`src/rtl/segstep_pkg.sv`:
```
package segstep_pkg;
  typedef enum logic [1:0] {
    STEP_HOLD     = 2'b00,
    STEP_INC      = 2'b01,
    STEP_DEC      = 2'b10,
    STEP_HOLD_ALT = 2'b11
  } step_mode_e;
endpackage

```
`src/rtl/seg_counter.sv`:
```
module seg_counter #(
  parameter int SEGW = 2
) (
  input  logic            clk,
  input  logic            rst,
  input  logic            cfg_we,
  input  logic [SEGW-1:0] cfg_start,
  input  logic [SEGW-1:0] cfg_end,
  input  logic            data_cycle,
  output logic [SEGW-1:0] seg_q,
  output logic            at_end,
  output logic            done_q
);
  logic [SEGW-1:0] start_q;
  logic [SEGW-1:0] end_q;

  assign at_end = (seg_q == end_q);

  always_ff @(posedge clk) begin
    if (rst) begin
      start_q <= '0;
      end_q   <= '1;
      seg_q   <= '0;
      done_q  <= 1'b0;
    end else begin
      done_q <= 1'b0;
      if (cfg_we) begin
        start_q <= cfg_start;
        end_q   <= cfg_end;
        seg_q   <= cfg_start;
      end else if (data_cycle) begin
        if (at_end) begin
          seg_q  <= start_q;
          done_q <= 1'b1;
        end else begin
          seg_q <= seg_q + 1'b1;
        end
      end
    end
  end

  // a configuration write reloads the slice counter
  p_cfg_reload_r2: assert property (@(posedge clk) disable iff (rst)
    cfg_we |=> seg_q == $past(cfg_start));
  // a data cycle below the last slice advances by one
  p_seg_step_r3: assert property (@(posedge clk) disable iff (rst)
    (!cfg_we && data_cycle && !at_end) |=> seg_q == $past(seg_q) + 1'b1);
  // completing the last slice pulses done for one cycle
  p_done_pulse_r4: assert property (@(posedge clk) disable iff (rst)
    (!cfg_we && data_cycle && at_end) |=> done_q);
  // no traffic, no motion
  p_seg_hold_r5: assert property (@(posedge clk) disable iff (rst)
    (!cfg_we && !data_cycle) |=> ($stable(seg_q) && !done_q));
endmodule

```
`src/rtl/addr_next.sv`:
```
module addr_next
  import segstep_pkg::*;
#(
  parameter int AW = 8
) (
  input  logic [AW-1:0] cur,
  input  step_mode_e    mode,
  output logic [AW-1:0] nxt
);
  always_comb begin
    unique case (mode)
      STEP_INC: nxt = cur + 1'b1;
      STEP_DEC: nxt = cur - 1'b1;
      default:  nxt = cur;
    endcase
  end
endmodule

```
`src/rtl/addr_stepper.sv`:
```
module addr_stepper
  import segstep_pkg::*;
#(
  parameter int AW    = 8,
  parameter int NBANK = 2,
  localparam int BSW  = (NBANK > 1) ? $clog2(NBANK) : 1
) (
  input  logic           clk,
  input  logic           rst,
  input  logic [BSW-1:0] bank_sel,
  input  logic           wr_en,
  input  logic [AW-1:0]  wr_data,
  input  logic           step_evt,
  input  step_mode_e     mode,
  output logic [AW-1:0]  addr_sel
);
  logic [AW-1:0] bank_q [NBANK];
  logic [AW-1:0] nxt;

  assign addr_sel = bank_q[bank_sel];

  addr_next #(.AW(AW)) u_next (
    .cur  (addr_sel),
    .mode (mode),
    .nxt  (nxt)
  );

  for (genvar b = 0; b < NBANK; b++) begin : g_bank
    always_ff @(posedge clk) begin
      if (rst) begin
        bank_q[b] <= '0;
      end else if (bank_sel == BSW'(b)) begin
        if (wr_en) begin
          bank_q[b] <= wr_data;
        end else if (step_evt) begin
          bank_q[b] <= nxt;
        end
      end
    end

    // a copy that is not selected never moves
    p_unsel_stable_r9: assert property (@(posedge clk) disable iff (rst)
      (bank_sel != BSW'(b)) |=> $stable(bank_q[b]));
  end

  // an increment step adds one modulo 2^AW
  p_inc_wrap_r6: assert property (@(posedge clk) disable iff (rst)
    (step_evt && !wr_en && mode == STEP_INC)
      |=> bank_q[$past(bank_sel)] == AW'($past(addr_sel) + 1'b1));
  // a decrement step subtracts one modulo 2^AW
  p_dec_wrap_r6: assert property (@(posedge clk) disable iff (rst)
    (step_evt && !wr_en && mode == STEP_DEC)
      |=> bank_q[$past(bank_sel)] == AW'($past(addr_sel) - 1'b1));
  // without a step or a load the selected copy holds
  p_addr_hold_r7: assert property (@(posedge clk) disable iff (rst)
    (!step_evt && !wr_en) |=> bank_q[$past(bank_sel)] == $past(addr_sel));
  // a load wins over a step
  p_load_wins_r10: assert property (@(posedge clk) disable iff (rst)
    wr_en |=> bank_q[$past(bank_sel)] == $past(wr_data));
endmodule

```
`src/rtl/seg_addr_stepper.sv`:
```
module seg_addr_stepper
  import segstep_pkg::*;
#(
  parameter int AW    = 8,
  parameter int SEGW  = 2,
  parameter int NBANK = 2,
  localparam int BSW  = (NBANK > 1) ? $clog2(NBANK) : 1
) (
  input  logic            clk,
  input  logic            rst,
  input  logic            seg_cfg_we,
  input  logic [SEGW-1:0] seg_cfg_start,
  input  logic [SEGW-1:0] seg_cfg_end,
  input  logic            data_cycle,
  input  logic            persist_is_ar,
  input  logic            instr_exec,
  input  logic [1:0]      step_mode,
  input  logic [BSW-1:0]  bank_sel,
  input  logic            addr_we,
  input  logic [AW-1:0]   addr_wdata,
  output logic [SEGW-1:0] seg_idx,
  output logic            seg_last,
  output logic            word_done,
  output logic [AW-1:0]   addr_q
);
  logic       end_access;
  logic       step_evt;
  step_mode_e mode;

  assign mode       = step_mode_e'(step_mode);
  assign end_access = data_cycle && seg_last && !seg_cfg_we;
  assign step_evt   = instr_exec || (end_access && persist_is_ar);

  seg_counter #(.SEGW(SEGW)) u_seg (
    .clk        (clk),
    .rst        (rst),
    .cfg_we     (seg_cfg_we),
    .cfg_start  (seg_cfg_start),
    .cfg_end    (seg_cfg_end),
    .data_cycle (data_cycle),
    .seg_q      (seg_idx),
    .at_end     (seg_last),
    .done_q     (word_done)
  );

  addr_stepper #(.AW(AW), .NBANK(NBANK)) u_addr (
    .clk      (clk),
    .rst      (rst),
    .bank_sel (bank_sel),
    .wr_en    (addr_we),
    .wr_data  (addr_wdata),
    .step_evt (step_evt),
    .mode     (mode),
    .addr_sel (addr_q)
  );

  // a last-slice access aimed elsewhere leaves the address alone
  p_no_step_elsewhere_r7: assert property (@(posedge clk) disable iff (rst)
    (end_access && !persist_is_ar && !instr_exec && !addr_we && $stable(bank_sel))
      |=> $stable(addr_q));
  // an instruction step moves the increment-mode address exactly once
  p_single_step_r8: assert property (@(posedge clk) disable iff (rst)
    (instr_exec && !addr_we && mode == STEP_INC && $stable(bank_sel))
      |=> addr_q == AW'($past(addr_q) + 1'b1));
endmodule

```
`config.mk`:
```
export PLATFORM = sky130hd
export DESIGN_NAME = seg_addr_stepper
export DESIGN_NICKNAME = d
export VERILOG_FILES = /design/src/rtl/segstep_pkg.sv /design/src/rtl/seg_counter.sv /design/src/rtl/addr_next.sv /design/src/rtl/addr_stepper.sv /design/src/rtl/seg_addr_stepper.sv
export SDC_FILE = /design/constraint.sdc
export NUM_CORES = 1
export LEC_CHECK = 0
export ABC_CLOCK_PERIOD_IN_PS = 7000
export BUFFER_PORTS_ARGS = -buffer_cell sky130_fd_sc_hd__buf_2
export CAP_MARGIN = 30
export CORE_AREA = 2 2 62 64
export DETAILED_ROUTE_END_ITERATION = 12
export DIE_AREA = 0 0 64 66
export PLACE_DENSITY = 0.66
export SLEW_MARGIN = 0
export SYNTH_ARGS = -nofsm -noshare
export SYNTH_HDL_FRONTEND = slang
export SYNTH_SLANG_ARGS = --single-unit
export TNS_END_PERCENT = 30
```
`constraint.sdc`:
```
create_clock -name clk -period 7 [get_ports clk]
set_clock_uncertainty 0.15 [all_clocks]
set_input_delay 0.7 -clock clk [delete_from_list [all_inputs] [get_ports clk]]
set_output_delay 0.7 -clock clk [all_outputs]
set_load 0.01 [all_outputs]
```
==> key figures <==
Finish
  • Layout cells sized above 1: 27.0%
  • N_diodes: 0
  • Register area: 621 um2
  • Fillcell total: 331
  • Area grow syn2layout: 15.9%
  • Nets: 220
  • Multi-input gate area: 852 um2
  • Post-layout util: 49.6%

Placement
  • DP HPWL: 2610 um
  • Buffers added on ports: 33
  • Placer Congestion: 0.783

Synthesis
  • Synth area leaders: edfxtp_1, dfxtp_1, ha_1
  • Synthesized cell area: 1520 um2
  • Largest area contributor in the netlist: edfxtp_1
  • Mapped Avg Cell Area: 9.74 um2
  • Post-synth top area share: 31.6%
  • Async S/R FF share, synth: 0%
  • EDFF count, synth: 16
  • Yosys synthesis warning count: 0
  • Synthesized Nets: 186
  • Post-synthesis sequential area ratio: 40.9%
  • Distinct cells, synth: 40
  • Cell count after synthesis: 156
  • Yosys reg bits: 23
  • Top_reg_cell synth: edfxtp_1

Clock network
  • Num CTS Buffers: 3
  • Worst-Skew Late Latency: 0.32 ns
  • Hold-fix buffers at CTS: 0
  • # clock sinks: 23
  • CTS tree: done
  • Setup Fix Bufs, Post-CTS: 0
  • H-tree depth: 1
  • Root buffer cell: clkbuf_4
  • Maximum clock insertion buffer count: 2
  • Reg clk slew, reported paths: 0.13 ns
  • Post-CTS sizing: 0

STA
  • Final hold vios: 0
  • Final setup fails: 0
  • Max_slew headroom: 64.3%
  • Final min period: 3.22 ns
  • Tcrit/Tclk final: 46.0%
  • Setup_tns: 0 ns
  • Highest clock rate: 0.311 GHz
  • Slew Limit Fails: 0
  • Least-Margin Pin Slew: 0.534 ns
  • RSZ-0062 raised after global routing: no

Power and ir drop
  • Pint: 0.000215 W
  • Sequential power share: 51.1%
  • Clock Power Share: 19.8%
  • Comb pwr share: 29.0%
  • Switch share: 31.1%
  • VDD IR max: 0.000106 V
  • P per Cell Area: 178 nW/um2
  • Leak: 0.763 nW
  • Switch Pwr: 0.0000974 W

Floorplanning
  • Initial core utilization: 42.8%
  • Die Span Y: 66 um
  • Row Count: 22
  • # IOs: 34
  • Core area: 3550 um2
  • Die area: 4220 um2
  • Die Wd: 64 um

Routing
  • WL per Instance: 14.5 um
  • Drt total wl: 3430 um
  • DR iter-0 viols: 56
  • Residual DRC: 0
  • Final ANT Viol Nets: 0
  • Routed vias: 1,278
  • Drt via density: 5.39
  • DR pass1 iterations: 4

Global routing
  • First-pass GRT wire length: 5750 um
  • Initial antenna violation count: 0
  • Remaining global-route overflow: 0
  • Vias in the first global route: 1,285
  • Overall Global Routing Usage: 17.4%
  • Pin count of the biggest net entering global routing: 15

Hold path
  • Worst Hold Class: reg2reg

Worst setup path
  • Req. time, crit path: 6.94 ns
  • Worst Path Class, Setup: in2reg
  • Crit. End Element: flop
  • Critical Path AT: 3.16 ns
  • Critical Path Fanout Max: 13
  • Worst setup SP type: input port

Flow run
  • Total of max-cap violations: 0

Outcome
  • Outcome: complete, no violations
[cell type report]
type                    instances  share of cell area [%]
well taps                      48                    3.41
clock inverters                 1                   0.284
multi-input cells             121                    48.4
flip-flops and latches         23                    35.3
inverters                       6                    1.28
repair buffers                 35                    10.1
clock buffers                   3                    1.28
[power by group through the flow]
stage                     registers (W)  clock network, W  logic [W]
final                          0.000160         0.0000620  0.0000909
after global routing           0.000161         0.0000671   0.000101
after CTS                      0.000160         0.0000644  0.0000909
after detailed placement       0.000163                 0  0.0000905
after global placement         0.000163                 0  0.0000872
after floorplan                0.000162                 0  0.0000625
[worst max-delay path: stages]
cell and delay [ns]:
buf_2 0.27, mux2_2 0.40, ha_1 0.35, and3_1 0.17, a311o_1 0.37, a311oi_2 0.29, mux2i_1 0.28, xnor2_1 0.11
a32o_1 0.22
[cells in the final DEF (no fill, tap or decap), types with 5 or more instances in the layout]
cell and n:
nor2_1 14, a21oi_1 10, edfxtp_1 16, ha_1 8
xnor2_1 5, nand2_1 14, buf_2 33, a211oi_1 5
nor2b_1 7, mux2_2 7, o21ai_0 9, mux2i_1 5
dfxtp_1 7
[sequential cells by signal, indices dropped and copies added (netlist names)]
signal / count
u_seg.start_q: 2
u_seg.end_q: 2
u_seg.done_q: 1
u_addr.bank_q: 16
u_seg.seg_q: 2
[logic make-up after synthesis]
family | share of synthesized area (%)
adder cells (fa/ha/maj) | 6.59
AND/OR/NAND/NOR | 16.2
buffers and inverters | 3.05
XOR/XNOR | 5.19
flip-flops | 40.9
multiplexers | 9.39
AO/OA/AOI/OAI | 18.7
[routing by layer]
metal / GRT usage (%) / up-vias / part of all wire, %
met2: 32.6 / 30 / 52
met1: 21.2 / 603 / 44
met5: 0 / - / 0
li1: - / 642 / -
met3: 1.53 / 3 / 3.1
met4: 5.16 / 0 / 0.88
[synthesized netlist by cell type (2+ instances only)]
cell and instances:
a21oi_1 10, edfxtp_1 16, xnor2_1 5, a21o_1 4, mux2_2 7, and3_1 2
a31oi_1 3, inv_1 4, xor2_1 4, clkbuf_1 5, o21ai_0 9, a211o_1 2
nor2b_1 7, a211oi_1 5, o31ai_1 2, ha_1 8, dfxtp_1 7, nand3_1 2
mux2i_1 5, nand2_1 14, nand2b_1 3, nor2_1 14
[metrics by stage]
stage | instance area, um2 | worst slack (ns) | hold WS, ns | power [W] | std cells
global placement | 1730 | 3.48 | 0.317 | 0.000250 | 232
detailed placement | 1730 | 3.45 | 0.332 | 0.000254 | 232
CTS | 1760 | 3.80 | 0.352 | 0.000315 | 236
floorplan | 1520 | 3.54 | 0.300 | 0.000225 | 156
global route | 1760 | 3.68 | 0.369 | 0.000330 | 237
finish | 1760 | 3.78 | 0.350 | 0.000313 | 237
[final timing paths]
kind / from / end / depth (start not counted) / slack [ns]
max: bank_sel / u_addr.bank_q[1][7]$_SDFFCE_PN0P_ / 9 / 3.78
min reg2reg: u_seg.start_q[1]$_SDFFE_PP0P_ / u_seg.start_q[1]$_SDFFE_PP0P_ / 2 / 0.35
max reg2reg: u_addr.bank_q[0][2]$_DFFE_PP_ / u_addr.bank_q[1][7]$_SDFFCE_PN0P_ / 8 / 4.17
min: u_seg.start_q[1]$_SDFFE_PP0P_ / u_seg.start_q[1]$_SDFFE_PP0P_ / 2 / 0.35
No activity file was read; power rests on OpenSTA's default activity.
